### src/rtl/cwg_pkg.sv
package cwg_pkg;

    typedef enum logic [2:0] {
        CLS_READ      = 3'd0,
        CLS_WRITE     = 3'd1,
        CLS_ERASE     = 3'd2,
        CLS_ERASE_ALL = 3'd3,
        CLS_WRITE_ALL = 3'd4,
        CLS_WR_EN     = 3'd5,
        CLS_WR_DIS    = 3'd6,
        CLS_SPARE     = 3'd7
    } instr_cls_e;

    typedef enum logic [1:0] {
        ST_IDLE  = 2'd0,
        ST_ARMED = 2'd1,
        ST_COUNT = 2'd2
    } guard_state_e;

    // Programming-class commands carry a data field after the address.
    function automatic logic cls_has_data(input logic [2:0] c);
        return (c == CLS_WRITE) || (c == CLS_WRITE_ALL);
    endfunction

    // Commands whose launch is held back by the edge count.
    function automatic logic cls_is_gated(input logic [2:0] c);
        return (c == CLS_WRITE) || (c == CLS_WRITE_ALL) ||
               (c == CLS_ERASE) || (c == CLS_ERASE_ALL);
    endfunction

endpackage

### src/rtl/cwg_pulse_counter.sv
module cwg_pulse_counter #(
    parameter int CNT_W = 6
) (
    input  logic             clk,
    input  logic             rst_n,
    input  logic             clr,
    input  logic             load_one,
    input  logic             inc,
    output logic [CNT_W-1:0] count
);
    localparam logic [CNT_W-1:0] CNT_TOP = {CNT_W{1'b1}};
    localparam logic [CNT_W-1:0] CNT_ONE = CNT_W'(1);

    logic at_top;
    assign at_top = (count == CNT_TOP);

    always_ff @(posedge clk or negedge rst_n) begin
        if (!rst_n) begin
            count <= '0;
        end else if (clr) begin
            count <= '0;
        end else if (load_one) begin
            count <= CNT_ONE;
        end else if (inc && !at_top) begin
            count <= count + CNT_ONE;
        end
    end

endmodule

### src/rtl/cwg_len_select.sv
module cwg_len_select
    import cwg_pkg::*;
#(
    parameter int OP_W     = 2,
    parameter int ADDR_W_N = 9,
    parameter int ADDR_W_W = 8,
    parameter int DATA_W_N = 8,
    parameter int DATA_W_W = 16,
    parameter int CNT_W    = 6
) (
    input  logic [2:0]       cls,
    input  logic             org_wide,
    output logic             gated,
    output logic [CNT_W-1:0] need
);
    // start bit + opcode + address (+ data for write-type commands)
    localparam int HDR_N  = 1 + OP_W + ADDR_W_N;
    localparam int HDR_W  = 1 + OP_W + ADDR_W_W;
    localparam int FULL_N = HDR_N + DATA_W_N;
    localparam int FULL_W = HDR_W + DATA_W_W;

    localparam logic [CNT_W-1:0] NEED_HDR_N  = CNT_W'(HDR_N);
    localparam logic [CNT_W-1:0] NEED_HDR_W  = CNT_W'(HDR_W);
    localparam logic [CNT_W-1:0] NEED_FULL_N = CNT_W'(FULL_N);
    localparam logic [CNT_W-1:0] NEED_FULL_W = CNT_W'(FULL_W);

    logic with_data;

    always_comb begin
        gated     = cls_is_gated(cls);
        with_data = cls_has_data(cls);
        unique case ({with_data, org_wide})
            2'b00:   need = NEED_HDR_N;
            2'b01:   need = NEED_HDR_W;
            2'b10:   need = NEED_FULL_N;
            default: need = NEED_FULL_W;
        endcase
    end

endmodule

### src/rtl/clkcount_write_guard.sv
module clkcount_write_guard
    import cwg_pkg::*;
#(
    parameter int OP_W     = 2,
    parameter int ADDR_W_N = 9,
    parameter int ADDR_W_W = 8,
    parameter int DATA_W_N = 8,
    parameter int DATA_W_W = 16,
    parameter int CNT_W    = 6
) (
    input  logic       clk,
    input  logic       rst_n,
    input  logic       sck_rise,
    input  logic       cs_rise,
    input  logic       cs_fall,
    input  logic       start_det,
    input  logic [2:0] instr_cls,
    input  logic       org_wide,
    output logic       exec_allow,
    output logic       exec_reject
);
    guard_state_e     state_q, state_d;
    logic [CNT_W-1:0] edge_cnt;
    logic [CNT_W-1:0] need_cnt;
    logic             cls_gated;
    logic             cnt_clr, cnt_load, cnt_inc;
    logic             verdict_fire;
    logic             allow_d, reject_d;

    cwg_len_select #(
        .OP_W     (OP_W),
        .ADDR_W_N (ADDR_W_N),
        .ADDR_W_W (ADDR_W_W),
        .DATA_W_N (DATA_W_N),
        .DATA_W_W (DATA_W_W),
        .CNT_W    (CNT_W)
    ) u_len (
        .cls      (instr_cls),
        .org_wide (org_wide),
        .gated    (cls_gated),
        .need     (need_cnt)
    );

    cwg_pulse_counter #(.CNT_W(CNT_W)) u_cnt (
        .clk      (clk),
        .rst_n    (rst_n),
        .clr      (cnt_clr),
        .load_one (cnt_load),
        .inc      (cnt_inc),
        .count    (edge_cnt)
    );

    // next state and counter control
    always_comb begin
        state_d  = state_q;
        cnt_clr  = 1'b0;
        cnt_load = 1'b0;
        cnt_inc  = 1'b0;
        unique case (state_q)
            ST_IDLE: begin
                if (cs_rise) begin
                    state_d = ST_ARMED;
                    cnt_clr = 1'b1;
                end
            end
            ST_ARMED: begin
                if (cs_fall) begin
                    state_d = ST_IDLE;
                end else if (cs_rise) begin
                    cnt_clr = 1'b1;
                end else if (start_det) begin
                    state_d  = ST_COUNT;
                    cnt_load = 1'b1;
                end
            end
            ST_COUNT: begin
                if (cs_fall) begin
                    state_d = ST_IDLE;
                end else if (cs_rise) begin
                    state_d = ST_ARMED;
                    cnt_clr = 1'b1;
                end else begin
                    cnt_inc = sck_rise;
                end
            end
            default: begin
                state_d = ST_IDLE;
                cnt_clr = 1'b1;
            end
        endcase
    end

    // state register
    always_ff @(posedge clk or negedge rst_n) begin
        if (!rst_n) state_q <= ST_IDLE;
        else        state_q <= state_d;
    end

    // verdict at the end of a counted frame
    always_comb begin
        verdict_fire = (state_q == ST_COUNT) && cs_fall && cls_gated;
        allow_d      = verdict_fire && (edge_cnt == need_cnt);
        reject_d     = verdict_fire && (edge_cnt != need_cnt);
    end

    // output register
    always_ff @(posedge clk or negedge rst_n) begin
        if (!rst_n) begin
            exec_allow  <= 1'b0;
            exec_reject <= 1'b0;
        end else begin
            exec_allow  <= allow_d;
            exec_reject <= reject_d;
        end
    end

endmodule

### config.mk
export PLATFORM = sky130hd
export DESIGN_NAME = clkcount_write_guard
export DESIGN_NICKNAME = d
export VERILOG_FILES = /design/src/rtl/cwg_pkg.sv /design/src/rtl/cwg_pulse_counter.sv /design/src/rtl/cwg_len_select.sv /design/src/rtl/clkcount_write_guard.sv
export SDC_FILE = /design/constraint.sdc
export NUM_CORES = 1
export LEC_CHECK = 0
export ABC_AREA = 1
export BUFFER_PORTS_ARGS = -buffer_cell sky130_fd_sc_hd__buf_2
export CAP_MARGIN = 20
export CELL_PAD_IN_SITES_DETAIL_PLACEMENT = 1
export CELL_PAD_IN_SITES_GLOBAL_PLACEMENT = 1
export CORE_UTILIZATION = 38
export DETAILED_ROUTE_END_ITERATION = 16
export GPL_TIMING_DRIVEN = 0
export PLACE_DENSITY = 0.78
export SYNTH_ARGS = -nofsm -noshare
export SYNTH_HDL_FRONTEND = slang
export SYNTH_SLANG_ARGS = --single-unit
### constraint.sdc
create_clock -name clk -period 1.49 [get_ports clk]
set_input_delay 0.0745 -clock clk [delete_from_list [all_inputs] [get_ports clk]]
set_output_delay 0.0745 -clock clk [all_outputs]
set_load 0.005 [all_outputs]
==> results.sh <==
export IMPL_outcome="finished, violations left"
export IMPL_violations="negative setup slack"
export IMPL_die_area_um2=2240
export IMPL_num_antenna_cells=0
export IMPL_crit_fanout=5
export IMPL_critPathKind="reg -> reg"
export IMPL_dp_slack_ns=-0.0346
export IMPL_r2r_end="u_cnt.count[2]"
export IMPL_post_route_util=0.535
export IMPL_finClkSkew_ns=0.00498
export IMPL_design_area_um2=1040
export IMPL_hold_depth=4
export IMPL_grt_ovfl_total=0
export IMPL_period_needed_ns=1.54
export IMPL_cts_max_path_buffers=2
export IMPL_r2r_start="state_q[0]"
export IMPL_ir_drop_mv=0.903
export IMPL_setup_viol=1
export IMPL_die_w_um=47.4
export IMPL_cpLargestDelayFamily="simple AND/OR/NAND/NOR gates"
export IMPL_cts_buffers=3
export IMPL_cp_required_ns=1.67
export IMPL_synthDistinctLibCells=19
export IMPL_holdPathEnd="exec_reject"
export IMPL_power_mw=1.23
export IMPL_row_count=16
export IMPL_cts_root_buf="clkbuf_4"
export IMPL_worstMarginPinSlew_ns=0.259
export IMPL_power_density_nw_per_um2=1180
export IMPL_drt_first_pass_iters=4
export IMPL_dp_hpwl_um=1450
export IMPL_start_util=0.403
export IMPL_syn_area_um2=782
export IMPL_h_tree_depth=1
export IMPL_io_buffer_count=11
export IMPL_io_pins=12
export IMPL_clk_latency_ns=0.27
export IMPL_place_gp_congestion=0.877
export IMPL_clock_sinks=10
export IMPL_maxSlewHeadroom=0.828
export IMPL_drive_gt1_frac=0.363
export IMPL_hp_class="in -> reg"
export IMPL_leakagePower_nw=0.507
export IMPL_hold_viol=0
export IMPL_ant_nets=0
export IMPL_hp_start="instr_cls[2]"
export IMPL_start_kind="flip-flop"
export IMPL_die_height_um=47.4
export IMPL_grt_pass1_vias=739
export IMPL_crit_arrival_ns=1.73
export IMPL_grt_antenna_before_repair=0
export IMPL_cts_tree="done"
export IMPL_cts_clk_slew_worst_paths_ns=0.07
export IMPL_grt_pass1_wl_um=3110
export IMPL_grt_total_usage=0.204
export IMPL_drc=0
export IMPL_period_share=1.04
export IMPL_synth_nets=129
export IMPL_via_per_inst=4.85
export IMPL_wl_um=2080
export IMPL_nets=151
export IMPL_crit_chain="ha_1 -> inv_1 -> nand3_4 -> nor2_8 -> buf_6 -> o21ai_2 -> nor2_1"
export IMPL_r2r_setup_slack_ns=-0.05
export IMPL_fin_ws_ns=-0.0529
export IMPL_fp_coreArea_um2=1940
export IMPL_wl_per_cell_um=12.9
export IMPL_syn_area_per_cell_um2=6.86
export IMPL_r2r_cells=7
export IMPL_path_buf_inv=2
export IMPL_cp_slowest_cell="dfrtp_2"
export IMPL_grt_start_max_net_pins=11
export IMPL_seq_area_frac_synth=0.320
export IMPL_fmax_mhz=648
export IMPL_critPathMaxStageDelay_ns=0.45
export IMPL_vias=786
export IMPL_ys_warn_count=0
export IMPL_syn_instance_count=114
export IMPL_end_kind="flip-flop"
export IMPL_area_growth_pct=33.0
export IMPL_ys_ff_latch=10
export IMPL_place_area_um2=871
export IMPL_drt_initial_drc_count=6
export IMPL_max_cap_violations=0
export IMPL_drv_slew=0
export IMPL_fin_setup_tns_ns=-0.0529
export IMPL_fill_cells=279
-- worst max path at each step --
stage | from | end | slack, ns | cells past startpoint
detailed placement | state_q[0] | u_cnt.count[0] | -0.03 | 10
floorplan | state_q[0] | u_cnt.count[2] | 0.16 | 9
finish | state_q[0] | u_cnt.count[2] | -0.05 | 7
global placement | state_q[0] | u_cnt.count[2] | 0.01 | 9
CTS | state_q[0] | u_cnt.count[0] | 0.003 | 10
global route | state_q[0] | u_cnt.count[2] | -0.1 | 10
-- placed cells by master (no fill, tap or decap), types with 2 or more instances in the layout --
cell type | netlist | layout
inv_2 | 2 | 5
nor2_4 | 2 | 4
o21ai_1 | 7 | 5
dfrtp_1 | 10 | 8
nand2_2 | 3 | 5
buf_4 | 0 | 3
nand3_1 | 7 | 7
buf_6 | 0 | 2
a21oi_1 | 2 | 2
inv_4 | 0 | 2
nand2_1 | 30 | 27
ha_4 | 0 | 3
nand4_1 | 2 | 2
inv_1 | 20 | 15
o21ai_2 | 0 | 2
clkbuf_4 | 0 | 3
buf_2 | 0 | 11
nor2_1 | 15 | 15
dfrtp_2 | 0 | 2
-- logic make-up (layout without fill, tap and decap cells) --
kind of cell,after synthesis,in the layout,share of synthesized area
AND/OR/NAND/NOR,66,66,0.421
adder cells (fa/ha/maj),5,5,0.0800
flip-flops,10,10,0.320
AO/OA/AOI/OAI,11,11,0.0736
buffers and inverters,22,43,0.106
-- flip-flops by register name (all words and copies together), names as in the netlist --
register	count
exec_reject	1
exec_allow	1
u_cnt.count	6
state_q	2
-- metrics by stage --
stage | std cells | hold WS (ns)
after floorplan | 114 | -0.221
after global placement | 152 | -0.0481
after detailed placement | 152 | -0.0487
after CTS | 158 | 0.132
after global routing | 162 | 0.161
final | 162 | 0.128
-- Yosys cell counts (all sizes together) --
master | number | area [um^2]
nor3 | 1 | 5.00
inv | 22 | 82.6
nand2 | 33 | 131
o21ai | 8 | 40.0
dfrtp | 10 | 250
ha | 5 | 62.6
a21oi | 2 | 10.0
a22oi | 1 | 7.51
nor2 | 21 | 118
nand4 | 2 | 12.5
nand3 | 9 | 62.6
-- tightest hold or removal path, cell delays in order --
cell and delay [ns]:
buf_2 0.10, o21ai_0 0.08, nand2_1 0.07, nor2_1 0.04
-- what timing repair did --
item                                   in CTS  in global routing
setup buffers                               1                  4
hold buffers                                1                  0
pin swaps                                   2                  9
setup endpoints to repair                   4                  5
endpoints found under the hold margin      10                  0
gates resized for setup                     2                 23
-- routing by layer --
layer | wire [um] | track usage
met5 | 0 | 0
met1 | 871 | 0.242
met3 | 68 | 0.0692
met4 | 25 | 0.0343
met2 | 1120 | 0.359
-- cell type report --
cell class	count	area, um^2	area share
inverter	22	87.6	0.0842
sequential	10	253	0.243
clock buffer	4	36.3	0.0349
multi-input combinational	82	519	0.499
timing repair buffer	17	110	0.106
tap	27	33.8	0.0325
-- power breakdown --
group	switching (mW)	leakage (nW)	internal, mW
Clock	0.0995	0.0210	0.149
Sequential	0.0527	0.133	0.309
Combinational	0.332	0.353	0.286
Total	0.485	0.507	0.743
No activity file was read; power rests on OpenSTA's default activity.
